$ cat src/rtl/spi_cmd_pkg.sv
package spi_cmd_pkg;

    // Command bit positions; software decodes these, so they are fixed.
    localparam int BIT_RST_RX     = 2;
    localparam int BIT_RST_TX     = 3;
    localparam int BIT_RX_EN      = 4;
    localparam int BIT_RX_DIS     = 5;
    localparam int BIT_TX_EN      = 6;
    localparam int BIT_TX_DIS     = 7;
    localparam int BIT_CLR_STAT   = 8;
    localparam int BIT_CS_FORCE   = 18;
    localparam int BIT_CS_RELEASE = 19;
    localparam int MIN_DATA_W     = BIT_CS_RELEASE + 1;

    localparam int MODE_W = 4;
    localparam logic [MODE_W-1:0] MODE_SPI_HOST   = 4'hE;
    localparam logic [MODE_W-1:0] MODE_SPI_CLIENT = 4'hF;

    localparam int NUM_PATHS = 2;
    localparam int PATH_RX   = 0;
    localparam int PATH_TX   = 1;

    typedef struct packed {
        logic                 hit;
        logic [NUM_PATHS-1:0] path_en;
        logic [NUM_PATHS-1:0] path_dis;
        logic [NUM_PATHS-1:0] path_rst;
        logic                 clr_stat;
        logic                 cs_set;
        logic                 cs_clr;
    } cmd_strobe_t;

    typedef struct packed {
        logic enable;
        logic pulse;
    } path_state_t;

endpackage

$ cat src/rtl/spi_cmd_decode.sv
module spi_cmd_decode
    import spi_cmd_pkg::*;
#(
    parameter int                ADDR_W     = 12,
    parameter int                DATA_W     = 32,
    parameter logic [ADDR_W-1:0] CMD_OFFSET = 12'h200
) (
    input  logic              wr_en,
    input  logic [ADDR_W-1:0] wr_addr,
    input  logic [DATA_W-1:0] wr_data,
    input  logic [MODE_W-1:0] mode,
    output cmd_strobe_t       strobe
);

    logic mode_spi;
    logic mode_host;
    logic hit;
    logic unused_data;

    assign unused_data = ^wr_data;

    always_comb begin
        mode_spi  = (mode == MODE_SPI_HOST) || (mode == MODE_SPI_CLIENT);
        mode_host = (mode == MODE_SPI_HOST);
        hit       = wr_en && (wr_addr == CMD_OFFSET) && mode_spi;

        strobe                    = '0;
        strobe.hit                = hit;
        strobe.path_rst[PATH_RX]  = hit && wr_data[BIT_RST_RX];
        strobe.path_rst[PATH_TX]  = hit && wr_data[BIT_RST_TX];
        strobe.path_en[PATH_RX]   = hit && wr_data[BIT_RX_EN];
        strobe.path_dis[PATH_RX]  = hit && wr_data[BIT_RX_DIS];
        strobe.path_en[PATH_TX]   = hit && wr_data[BIT_TX_EN];
        strobe.path_dis[PATH_TX]  = hit && wr_data[BIT_TX_DIS];
        strobe.clr_stat           = hit && wr_data[BIT_CLR_STAT];
        strobe.cs_set             = hit && mode_host && wr_data[BIT_CS_FORCE];
        strobe.cs_clr             = hit && mode_host && wr_data[BIT_CS_RELEASE];
    end

    initial begin
        if (DATA_W < MIN_DATA_W) $error("DATA_W too small for command bits");
    end

endmodule

$ cat src/rtl/spi_cmd_path.sv
module spi_cmd_path
    import spi_cmd_pkg::*;
(
    input  logic clk,
    input  logic rst_n,
    input  logic en_stb,
    input  logic dis_stb,
    input  logic rst_stb,
    output logic enable,
    output logic rst_pulse
);

    path_state_t st_d, st_q;

    always_comb begin
        st_d       = st_q;
        st_d.pulse = rst_stb;
        if (rst_stb) begin
            st_d.enable = 1'b0;
        end else if (dis_stb) begin
            st_d.enable = 1'b0;
        end else if (en_stb) begin
            st_d.enable = 1'b1;
        end
    end

    always_ff @(posedge clk or negedge rst_n) begin
        if (!rst_n) st_q <= '0;
        else        st_q <= st_d;
    end

    assign enable    = st_q.enable;
    assign rst_pulse = st_q.pulse;


    rst_clears_en_chk: assert property (@(posedge clk) disable iff (!rst_n)
        rst_pulse |-> !enable);


    dis_wins_chk: assert property (@(posedge clk) disable iff (!rst_n)
        $past(dis_stb) |-> !enable);


    en_sets_chk: assert property (@(posedge clk) disable iff (!rst_n)
        $past(en_stb && !dis_stb && !rst_stb) |-> enable);

endmodule

$ cat src/rtl/spi_cmd_cs.sv
module spi_cmd_cs (
    input  logic clk,
    input  logic rst_n,
    input  logic set_stb,
    input  logic clr_stb,
    output logic cs_force
);

    logic force_d, force_q;

    always_comb begin
        force_d = force_q;
        if (clr_stb)      force_d = 1'b0;
        else if (set_stb) force_d = 1'b1;
    end

    always_ff @(posedge clk or negedge rst_n) begin
        if (!rst_n) force_q <= 1'b0;
        else        force_q <= force_d;
    end

    assign cs_force = force_q;


    release_wins_chk: assert property (@(posedge clk) disable iff (!rst_n)
        $past(clr_stb) |-> !cs_force);


    cs_hold_chk: assert property (@(posedge clk) disable iff (!rst_n)
        !$past(set_stb || clr_stb) |-> $stable(cs_force));

endmodule

$ cat src/rtl/spi_cmd_reg.sv
module spi_cmd_reg
    import spi_cmd_pkg::*;
#(
    parameter int                ADDR_W     = 12,
    parameter int                DATA_W     = 32,
    parameter logic [ADDR_W-1:0] CMD_OFFSET = 12'h200
) (
    input  logic              clk,
    input  logic              rst_n,
    input  logic              wr_en,
    input  logic [ADDR_W-1:0] wr_addr,
    input  logic [DATA_W-1:0] wr_data,
    input  logic [3:0]        mode,
    output logic              tx_enable,
    output logic              rx_enable,
    output logic              tx_reset_pulse,
    output logic              rx_reset_pulse,
    output logic              status_clear_pulse,
    output logic              cs_force
);

    cmd_strobe_t          strobe;
    logic [NUM_PATHS-1:0] path_enable;
    logic [NUM_PATHS-1:0] path_pulse;
    logic                 clr_d, clr_q;

    spi_cmd_decode #(
        .ADDR_W     (ADDR_W),
        .DATA_W     (DATA_W),
        .CMD_OFFSET (CMD_OFFSET)
    ) u_decode (
        .wr_en   (wr_en),
        .wr_addr (wr_addr),
        .wr_data (wr_data),
        .mode    (mode),
        .strobe  (strobe)
    );

    for (genvar p = 0; p < NUM_PATHS; p++) begin : g_path
        spi_cmd_path u_path (
            .clk       (clk),
            .rst_n     (rst_n),
            .en_stb    (strobe.path_en[p]),
            .dis_stb   (strobe.path_dis[p]),
            .rst_stb   (strobe.path_rst[p]),
            .enable    (path_enable[p]),
            .rst_pulse (path_pulse[p])
        );
    end

    spi_cmd_cs u_cs (
        .clk      (clk),
        .rst_n    (rst_n),
        .set_stb  (strobe.cs_set),
        .clr_stb  (strobe.cs_clr),
        .cs_force (cs_force)
    );

    always_comb begin
        clr_d = strobe.clr_stat;
    end

    always_ff @(posedge clk or negedge rst_n) begin
        if (!rst_n) clr_q <= 1'b0;
        else        clr_q <= clr_d;
    end

    assign tx_enable          = path_enable[PATH_TX];
    assign rx_enable          = path_enable[PATH_RX];
    assign tx_reset_pulse     = path_pulse[PATH_TX];
    assign rx_reset_pulse     = path_pulse[PATH_RX];
    assign status_clear_pulse = clr_q;


    no_cmd_hold_chk: assert property (@(posedge clk) disable iff (!rst_n)
        !$past(strobe.hit) |-> $stable({tx_enable, rx_enable, cs_force}));


    pulse_needs_hit_chk: assert property (@(posedge clk) disable iff (!rst_n)
        (tx_reset_pulse || rx_reset_pulse || status_clear_pulse) |-> $past(strobe.hit));


    stat_pulse_once_chk: assert property (@(posedge clk) disable iff (!rst_n)
        (status_clear_pulse && !strobe.clr_stat) |=> !status_clear_pulse);

endmodule

$ cat config.mk
export PLATFORM = sky130hd
export DESIGN_NAME = spi_cmd_reg
export DESIGN_NICKNAME = d
export VERILOG_FILES = /design/src/rtl/spi_cmd_pkg.sv /design/src/rtl/spi_cmd_decode.sv /design/src/rtl/spi_cmd_path.sv /design/src/rtl/spi_cmd_cs.sv /design/src/rtl/spi_cmd_reg.sv
export SDC_FILE = /design/constraint.sdc
export NUM_CORES = 1
export LEC_CHECK = 0
export BUFFER_PORTS_ARGS = -buffer_cell sky130_fd_sc_hd__buf_2
export CAP_MARGIN = 20
export CORE_AREA = 5 5 42 44
export DETAILED_ROUTE_END_ITERATION = 16
export DIE_AREA = 0 0 47 49
export PLACE_DENSITY = 0.71
export SLEW_MARGIN = 20
export SYNTH_ARGS = -nofsm -noshare
export SYNTH_HDL_FRONTEND = slang
export SYNTH_SLANG_ARGS = --single-unit
export TNS_END_PERCENT = 100
$ cat constraint.sdc
create_clock -name clk -period 1.7 [get_ports clk]
set_input_delay 0.17 -clock clk [delete_from_list [all_inputs] [get_ports clk]]
set_output_delay 0.17 -clock clk [all_outputs]
set_load 0.01 [all_outputs]
==> impl_metrics.yaml, run 1 <==
status:
  status: "finished, final reports clean"
logic_synthesis:
  avgSynthCellArea_um2: 12.2
  yosysSeqAreaShare_pct: 53.3
  yosysWarnings: 0
  yosysUniqueCellTypes: 11
  synth_seq_cells: 6
  synth.cell_area_um2: 282
  synthesis.nets: 74
  synth_cells: 23
  synth_top_cell_by_area: "dfrtp_1"
  netlist.area_leader.share_pct: 53.3
  synth.area.top_cells: "dfrtp_1 (53%), or4_4 (8.0%), nor4_4 (7.6%), and2_1 (6.7%), o21a_1 (5.3%)"
global_route:
  top_usage_layer: "met2"
  track_usage_pct: 8.43
  grt_util_met3_pct: 4.80
  grt_pass1_vias: 351
  met1_usage_pct: 7.83
  overflow: 0
  met2_usage_pct: 12.0
  grt_max_degree: 10
  grt_pass1_wl_um: 1300
  antenna_found_initial: 0
drt:
  drcViolationCount: 0
  drt_iter0_drc: 2
  wl_um: 802
  postRouteAntennaNets: 0
  vias: 323
  dr.pass1.iters: 2
  wl_per_cell_um: 10.4
  viasPerCell: 4.19
power_and_ir_drop:
  leakage_nw: 0.301
  peakVddDrop_mv: 0.232
  p_per_area_mw_per_mm2: 610
worst_setup_path:
  reg2reg_from: "u_cs.cs_force$_DFFE_PN0P_"
  critical_path.max_fanout: 9
  cp-start-kind: "input pin"
  path_class: "in2reg"
  r2r_cells: 2
  regToRegSetupSlack_ns: 1.03
  cp-end-kind: "flip-flop"
  required_ns: 1.86
  r2r-end: "u_cs.cs_force$_DFFE_PN0P_"
  critPathArrivalTime_ns: 1.47
timing:
  period_minus_slack_ns: 1.31
  worst_pin_slew_ns: 0.176
  hold_ws_ns: 0.113
  tns_ns: 0
  maxSlewHeadroom_pct: 88.2
  rsz0062_at_grt: "false"
  maxSlewViolCount: 0
  hold_viol: 0
  fmax_mhz: 761
  fin_crit_sh_pct: 77.3
  fin_skew_ns: 0
  setup-violations-final: 0
floorplanning:
  core_area_mm2: 0.00140
  fp.dieW_um: 47
  die_area_mm2: 0.00230
  die_y_um: 49
  start_util_pct: 20.1
  ios: 57
  placementRows: 14
cts:
  h-tree-depth: 1
  clock-sinks: 6
  clkTransAtPathRegs_ns: 0.04
  clock_latency_ns: 0.24
  cts_resized: 0
  numCtsBuffers: 3
  clk_path_buf_depth: 2
  post-cts-setup-buffer-count: 0
  cts_root_buffer: "clkbuf_4"
  cts_hold_buf: 1
  tritoncts: "done"
worst_hold_path:
  worstHoldPathCells: 2
  min_to: "u_cs.cs_force$_DFFE_PN0P_"
  min_from: "wr_data[19]"
  hp-class: "in2reg"
placement:
  io_buffers: 33
  place_inst: 73
  routabilityCongestion: 0.662
final_layout:
  insertedDiodeCount: 0
  area_growth_pct: 80.0
  final_cell_mix: "buf_2 (33), dfrtp_1 (6), and2_1 (3), clkbuf_4 (3)"
  nets: 114
  final_cells: 77
  final_common_cell: "buf_2"
  fillers: 156
  drive_gt1_share_pct: 65.6
job:
  drv_cap: 0
==> how the worst max path moves through the flow <==
| stage | startpoint | endpoint | slack [ns] | cells after the start |
|---|---|---|---|---|
| 2_1_floorplan | wr_addr[3] | u_cs.cs_force$_DFFE_PN0P_ | 0.25 | 4 |
| 3_3_place_gp | wr_addr[3] | u_cs.cs_force$_DFFE_PN0P_ | 0.15 | 6 |
| 3_5_place_dp | wr_addr[3] | u_cs.cs_force$_DFFE_PN0P_ | 0.13 | 6 |
| 4_1_cts | wr_addr[3] | u_cs.cs_force$_DFFE_PN0P_ | 0.39 | 6 |
| 5_1_grt | wr_addr[3] | u_cs.cs_force$_DFFE_PN0P_ | 0.29 | 6 |
| 6_report | wr_addr[3] | u_cs.cs_force$_DFFE_PN0P_ | 0.39 | 6 |
==> stage by stage <==
stage | setup WS [ns] | utilization [%] | power [mW] | cell area [um2]
floorplan | 0.250 | - | 0.152 | 282
detailed placement | 0.131 | 33.8 | 0.184 | 474
finish | 0.387 | 36.2 | 0.309 | 507
global route | 0.290 | 36.2 | 0.331 | 507
CTS | 0.386 | 36.2 | 0.318 | 507
global placement | 0.154 | 33.8 | 0.183 | 474
==> critical path, stage by stage <==
cell,delay [ns]
buf_2,0.10
or4_4,0.54
nor4_4,0.27
buf_4,0.19
a31oi_1,0.08
a31oi_1,0.13
==> Yosys cell counts <==
cell type / number
nor4_4: 1
nand4b_1: 1
dfrtp_1: 6
o21a_1: 2
a31oi_1: 2
nor2_1: 2
a21oi_1: 2
or4bb_1: 1
or4_4: 2
inv_1: 1
and2_1: 3
==> registers in the layout (all words and copies together) (netlist names) <==
signal	flops
g_path.u_path.rst_pulse	2
u_cs.cs_force	1
g_path.u_path.enable	2
status_clear_pulse	1
==> power by group <==
| part | switching [mW] | internal, mW |
|---|---|---|
| clock | 0.0464 | 0.0795 |
| sequential | 0.0000201 | 0.143 |
| combinational | 0.0132 | 0.0265 |
| total | 0.0597 | 0.249 |
==> kinds of logic after synthesis <==
kind of cell    share of synthesized area (%)
simple gates                             32.0
compound gates                           13.3
flops                                    53.3
buf+inv                                  1.33
==> routing by layer <==
metal	vias to the layer above	routed length, um
met2	24	391
met3	2	140
met5	-	0
met4	0	8
li1	163	-
met1	134	261
==> layout make-up <==
cell class | instances | area, um2 | area share, %
timing repair buffer | 35 | 183 | 36.0
inverter | 1 | 3.75 | 0.741
clock buffer | 3 | 22.5 | 4.44
multi-input combinational | 16 | 128 | 25.2
tap | 16 | 20.0 | 3.95
sequential | 6 | 150 | 29.6
Power figures use the tool's default switching activity.
==> run 2, diff against run 1 <==
--- a/config.mk
+++ b/config.mk
@@ -5,12 +5,13 @@
 export SDC_FILE = /design/constraint.sdc
 export NUM_CORES = 1
 export LEC_CHECK = 0
+export ABC_AREA = 1
 export BUFFER_PORTS_ARGS = -buffer_cell sky130_fd_sc_hd__buf_2
 export CAP_MARGIN = 20
-export CORE_AREA = 5 5 42 44
+export CORE_MARGIN = 5
+export CORE_UTILIZATION = 27
 export DETAILED_ROUTE_END_ITERATION = 16
-export DIE_AREA = 0 0 47 49
-export PLACE_DENSITY = 0.71
+export PLACE_DENSITY = 0.77
 export SLEW_MARGIN = 20
 export SYNTH_ARGS = -nofsm -noshare
 export SYNTH_HDL_FRONTEND = slang
==> constraint.sdc (replaced) <==
create_clock -name clk -period 1.3 [get_ports clk]
set_input_delay 0.13 -clock clk [delete_from_list [all_inputs] [get_ports clk]]
set_output_delay 0.13 -clock clk [all_outputs]
set_load 0.01 [all_outputs]
==> run 2 against run 1 <==
Worst hold slack got worse by 0.0050 ns. Design area rose by 14%. Worst setup slack better by 0.042 ns. Highest routed layer unchanged. Clock-buffer cell count unchanged.
==> impl_metrics.yaml, run 2 <==
drt:
  dr.pass1.iters: 6
  viasPerCell: 4.18
  wl_per_cell_um: 9.27
  postRouteAntennaNets: 0
  vias: 414
  drcViolationCount: 0
  wl_um: 918
  drt_iter0_drc: 8
timing:
  hold_viol: 0
  fmax_mhz: 1150
  fin_crit_sh_pct: 67.0
  setup-violations-final: 0
  rsz0062_at_grt: "false"
  worst_pin_slew_ns: 0.170
  hold_ws_ns: 0.108
  maxSlewHeadroom_pct: 88.6
  fin_skew_ns: 0
  tns_ns: 0
  period_minus_slack_ns: 0.871
  maxSlewViolCount: 0
cts:
  cts_root_buffer: "clkbuf_4"
  clock_latency_ns: 0.23
  numCtsBuffers: 3
  h-tree-depth: 1
  clkTransAtPathRegs_ns: 0.04
  cts_resized: 0
  clk_path_buf_depth: 2
  clock-sinks: 6
  tritoncts: "done"
  post-cts-setup-buffer-count: 0
logic_synthesis:
  synth_compound_area_share_pct: 11.8
  synth_top_family_by_area: "simple AND/OR/NAND/NOR gates"
  synth_flop_cell: "dfrtp_1"
  synthesis.nets: 98
  synth.most_common_cell: "inv_1"
  synth.cell_area_um2: 362
  ys_async_sr_fraction_pct: 100
  synth_edf_count: 0
  synth.area.top_cells: "dfrtp_1 (42%), inv_1 (13%), nor2_1 (8.3%), nand2_1 (7.3%), nor2_4 (6.2%)"
  ys_top_cells_by_count: "inv_1 (13), nor2_1 (8), nand2_1 (7), dfrtp_1 (6)"
  yosysSeqAreaShare_pct: 41.5
  synth_top_cell_by_area: "dfrtp_1"
  netlist.area_leader.share_pct: 41.5
  synth_seq_cells: 6
  synthXorXnorAreaFrac_pct: 0
  avgSynthCellArea_um2: 7.69
  synth_mux_area_share_pct: 0
  yosys.area_share.simple_pct: 33.2
  synth_cells: 47
  yosysUniqueCellTypes: 13
  yosysWarnings: 0
  synthAdderAreaFrac_pct: 0
floorplanning:
  start_util_pct: 28.1
  fp.dieW_um: 46.6
  die_area_mm2: 0.00217
  ios: 57
  placementRows: 13
  core_area_mm2: 0.00128
  die_y_um: 46.6
power_and_ir_drop:
  p_per_area_mw_per_mm2: 715
  p_sw_share_pct: 20.5
  p_seq_share_pct: 45.4
  power.switching_mw: 0.0849
  power_frac_clock_pct: 39.3
  internal-power_mw: 0.328
  peakVddDrop_mv: 0.249
  leakage_nw: 0.387
  power_frac_comb_pct: 15.3
global_route:
  grt_pass1_vias: 418
  track_usage_pct: 10.8
  grt_pass1_wl_um: 1520
  antenna_found_initial: 0
  overflow: 0
  grt_max_degree: 7
worst_setup_path:
  critPathArrivalTime_ns: 0.74
  path_class: "reg2out"
  r2r_cells: 3
  cp-start-kind: "flip-flop"
  cp-end-kind: "output pin"
  required_ns: 1.17
  critical_path.max_fanout: 2
  crit_chain: "buf_2"
  crit_buf_inv: 1
  slowest_delay_ns: 0.37
  crit_family: "flip-flops"
  cpMaxStageDelayCell: "dfrtp_1"
  path_depth: 1
worst_hold_path:
  hp-class: "in2reg"
  worstHoldPathCells: 3
final_layout:
  area_growth_pct: 59.9
  fillers: 135
  nets: 137
  drive_gt1_share_pct: 52.4
  final_cell_mix: "buf_2 (33), inv_1 (13), nor2_1 (8)"
  insertedDiodeCount: 0
  final_common_cell: "buf_2"
placement:
  routabilityCongestion: 0.712
  io_buffers: 33
  dpl.hpwl_um: 843
status:
  status: "finished, final reports clean"
job:
  drv_cap: 0
## run 2: logic make-up after synthesis
logic type / Yosys count
AOI/OAI and AO/OA: 5
and+or+nand+nor: 23
buffers and inverters: 13
DFF: 6
## run 2: stage by stage
| step | total power [mW] | utilization [%] | cell area (um2) | setup WS (ns) | cells |
|---|---|---|---|---|---|
| floorplan | 0.207 | - | 362 | 0.522 | 47 |
| global placement | 0.250 | 42.5 | 546 | 0.358 | 95 |
| detailed placement | 0.251 | 42.5 | 546 | 0.324 | 95 |
| CTS | 0.420 | 45.0 | 578 | 0.415 | 99 |
| global route | 0.456 | 45.0 | 578 | 0.381 | 99 |
| finish | 0.413 | 45.0 | 578 | 0.429 | 99 |
## run 2: metal layers
metal | track usage [%] | share of wire, % | vias to the layer above
li1 | - | - | 214
met1 | 8.12 | 30 | 179
met2 | 20.3 | 59 | 19
met3 | 4.69 | 8.9 | 2
met4 | 8.52 | 2.1 | 0
met5 | 0 | 0 | -
## run 2: tightest hold or removal path, delay by kind of cell
kind          cells  cell delay [ns]
buf+inv           2             0.13
simple gates      1             0.04
## run 2: worst paths after layout
kind / start / endpoint / slack (ns)
worst max-delay path: u_cs.cs_force$_DFFE_PN0P_ / cs_force / 0.43
worst min-delay path: wr_data[8] / status_clear_pulse$_DFF_PN0_ / 0.11
worst max register to register: g_path[0].u_path.enable$_DFFE_PN0P_ / g_path[0].u_path.enable$_DFFE_PN0P_ / 0.55
worst min register to register: u_cs.cs_force$_DFFE_PN0P_ / u_cs.cs_force$_DFFE_PN0P_ / 0.51
max in group asynchronous: rst_n / u_cs.cs_force$_DFFE_PN0P_ / 0.90
min in group asynchronous: rst_n / g_path[1].u_path.rst_pulse$_DFF_PN0_ / 0.26
## run 2: final cells by class
type | instances | area, um2 | area share [%]
Timing Repair Buffer | 34 | 175 | 30.3
Multi-Input combinational cell | 28 | 163 | 28.1
Sequential cell | 6 | 150 | 26.0
Inverter | 13 | 48.8 | 8.44
Clock buffer | 3 | 22.5 | 3.90
Tap cell | 15 | 18.8 | 3.25
## run 2: timing repair
action | in CTS | in global routing
hold buffers | 1 | 0
hold endpoints to repair | 6 | 0
setup endpoints to repair | 0 | 0
## run 2: power groups by stage
stage               Combinational [mW]  Sequential (mW)  Clock (mW)
global placement                0.0595            0.190           0
floorplan                       0.0170            0.190           0
finish                          0.0631            0.188       0.163
detailed placement              0.0612            0.190           0
global route                    0.0731            0.187       0.195
CTS                             0.0636            0.188       0.169
==> run 3, diff against run 2 <==
--- a/config.mk
+++ b/config.mk
@@ -5,13 +5,13 @@
 export SDC_FILE = /design/constraint.sdc
 export NUM_CORES = 1
 export LEC_CHECK = 0
-export ABC_AREA = 1
+export ABC_AREA = 0
 export BUFFER_PORTS_ARGS = -buffer_cell sky130_fd_sc_hd__buf_2
 export CAP_MARGIN = 20
 export CORE_MARGIN = 5
-export CORE_UTILIZATION = 27
+export CORE_UTILIZATION = 20
 export DETAILED_ROUTE_END_ITERATION = 16
-export PLACE_DENSITY = 0.77
+export PLACE_DENSITY = 0.7
 export SLEW_MARGIN = 20
 export SYNTH_ARGS = -nofsm -noshare
 export SYNTH_HDL_FRONTEND = slang
==> constraint.sdc (replaced) <==
create_clock -name clk -period 0.8 [get_ports clk]
set_input_delay 0.08 -clock clk [delete_from_list [all_inputs] [get_ports clk]]
set_output_delay 0.08 -clock clk [all_outputs]
set_load 0.01 [all_outputs]
==> run 3 against run 2 <==
The flow now finishes with violations (negative setup slack). Global-route usage is 2.4 points lower. Worst hold slack got worse by 0.077 ns. Core utilization shrank 4.5 points. Non-clock buffer count is 3 higher. Design area is 7.8% lower. Sequential power rose by 62%. Total power rose by 60%. Wire length down 11%. Critical path type is now in2reg. Critical endpoint is now u_cs.cs_force$_DFFE_PN0P_. Largest cell class unchanged.
==> impl_metrics.yaml, run 3 (synthesis results as in run 1) <==
final_layout:
  final_common_cell: "buf_2"
  drive_gt1_share_pct: 66.7
  final_cells: 78
  final_core_util_pct: 40.5
  area_growth_pct: 89.3
  insertedDiodeCount: 0
  fillers: 142
  fin_area_um2: 533
  nets: 116
  final_cell_mix: "buf_2 (31), dfrtp_1 (6), and2_1 (3), clkbuf_4 (3), buf_4 (3)"
power_and_ir_drop:
  p_sw_share_pct: 19.2
  leakage_nw: 0.312
  peakVddDrop_mv: 0.804
  internal-power_mw: 0.533
  power.switching_mw: 0.127
  power_frac_clock_pct: 40.3
  p_seq_share_pct: 46.2
  p_per_area_mw_per_mm2: 1240
  power_frac_comb_pct: 13.5
  power_mw: 0.660
global_route:
  top_usage_layer: "met2"
  met2_usage_pct: 12.6
  met1_usage_pct: 9.66
  grt_max_degree: 10
  grt_util_met3_pct: 6.02
  overflow: 0
  track_usage_pct: 8.35
  grt_pass1_vias: 339
  grt_pass1_wl_um: 1310
  antenna_found_initial: 0
worst_setup_path:
  r2r_cells: 3
  critPathArrivalTime_ns: 1.37
  required_ns: 0.96
  r2r-end: "u_cs.cs_force$_DFFE_PN0P_"
  regToRegSetupSlack_ns: 0.01
  critical_path.max_fanout: 9
  reg2reg_from: "u_cs.cs_force$_DFFE_PN0P_"
  cp-end-kind: "flip-flop"
  cp-start-kind: "input pin"
  path_class: "in2reg"
timing:
  post-route-worst-setup-slack_ns: -0.408
  fin_crit_sh_pct: 151
  maxSlewHeadroom_pct: 88.0
  rsz0062_at_grt: "true"
  worst_pin_slew_ns: 0.178
  tns_ns: -2.11
  setup-violations-final: 9
  hold_viol: 0
  period_minus_slack_ns: 1.21
  fin_skew_ns: 0
  fmax_mhz: 828
  hold_ws_ns: 0.0312
  maxSlewViolCount: 0
status:
  violations: "negative setup slack"
  status: "complete, but fails checks"
floorplanning:
  core_area_mm2: 0.00132
  die_area_mm2: 0.00226
  fp.dieW_um: 47.5
  start_util_pct: 21.4
  die_y_um: 47.5
  ios: 57
  placementRows: 13
drt:
  dr.pass1.iters: 4
  drcViolationCount: 0
  viasPerCell: 4.31
  vias: 336
  drt_iter0_drc: 3
  wl_um: 813
  wl_per_cell_um: 10.4
  postRouteAntennaNets: 0
cts:
  clock_latency_ns: 0.24
  h-tree-depth: 1
  clock-sinks: 6
  clkTransAtPathRegs_ns: 0.04
  clk_path_buf_depth: 2
  tritoncts: "done"
  cts_root_buffer: "clkbuf_4"
  numCtsBuffers: 3
worst_hold_path:
  min_from: "wr_data[19]"
  hp-class: "in2reg"
  min_to: "u_cs.cs_force$_DFFE_PN0P_"
  worstHoldPathCells: 2
placement:
  io_buffers: 33
  routabilityCongestion: 0.634
  placed_area_um2: 473
  place_inst: 72
  dpl.hpwl_um: 732
  pre_cts_slack_ns: -0.664
job:
  drv_cap: 0
-- run 3: final cells by class --
type                            count  area, um2  share of cell area, %
Clock buffer                        3       22.5                   4.23
Tap cell                           15       18.8                   3.52
Multi-Input combinational cell     16        128                   23.9
Inverter                            1       3.75                  0.704
Timing Repair Buffer               37        210                   39.4
Sequential cell                     6        150                   28.2
-- run 3: power by group through the flow --
stage               registers, mW  clock network [mW]  logic [mW]
finish                      0.305               0.266      0.0889
global route                0.304               0.307      0.0992
CTS                         0.305               0.284      0.0902
detailed placement          0.309                   0      0.0835
global placement            0.309                   0      0.0814
floorplan                   0.309                   0      0.0126
-- run 3: worst max-delay path by stage --
stage | startpoint | endpoint | slack [ns]
6_report | wr_addr[0] | u_cs.cs_force$_DFFE_PN0P_ | -0.41
5_1_grt | wr_addr[0] | u_cs.cs_force$_DFFE_PN0P_ | -0.45
4_1_cts | wr_addr[0] | u_cs.cs_force$_DFFE_PN0P_ | -0.40
3_5_place_dp | wr_addr[0] | u_cs.cs_force$_DFFE_PN0P_ | -0.66
3_3_place_gp | wr_addr[0] | u_cs.cs_force$_DFFE_PN0P_ | -0.64
2_1_floorplan | wr_addr[0] | u_cs.cs_force$_DFFE_PN0P_ | -0.56
-- run 3: timing repair --
item                                    CTS  global route
hold endpoints to repair                  6             0
endpoints found under the setup margin   12            12
gates resized for setup                   1             1
cloned                                    0             0
buffers inserted                          2             0
hold buffers                              1             0
-- run 3: metal layers --
| metal | wire [um] | vias up |
|---|---|---|
| met5 | 0 | - |
| li1 | - | 168 |
| met3 | 177 | 0 |
| met1 | 284 | 136 |
| met2 | 351 | 32 |
| met4 | 0 | 0 |
-- run 3: critical path: stages --
cell and delay (ns):
buf_6 0.09, or4_4 0.53, nor4_4 0.27, buf_4 0.18, a31oi_1 0.09, a31oi_1 0.13
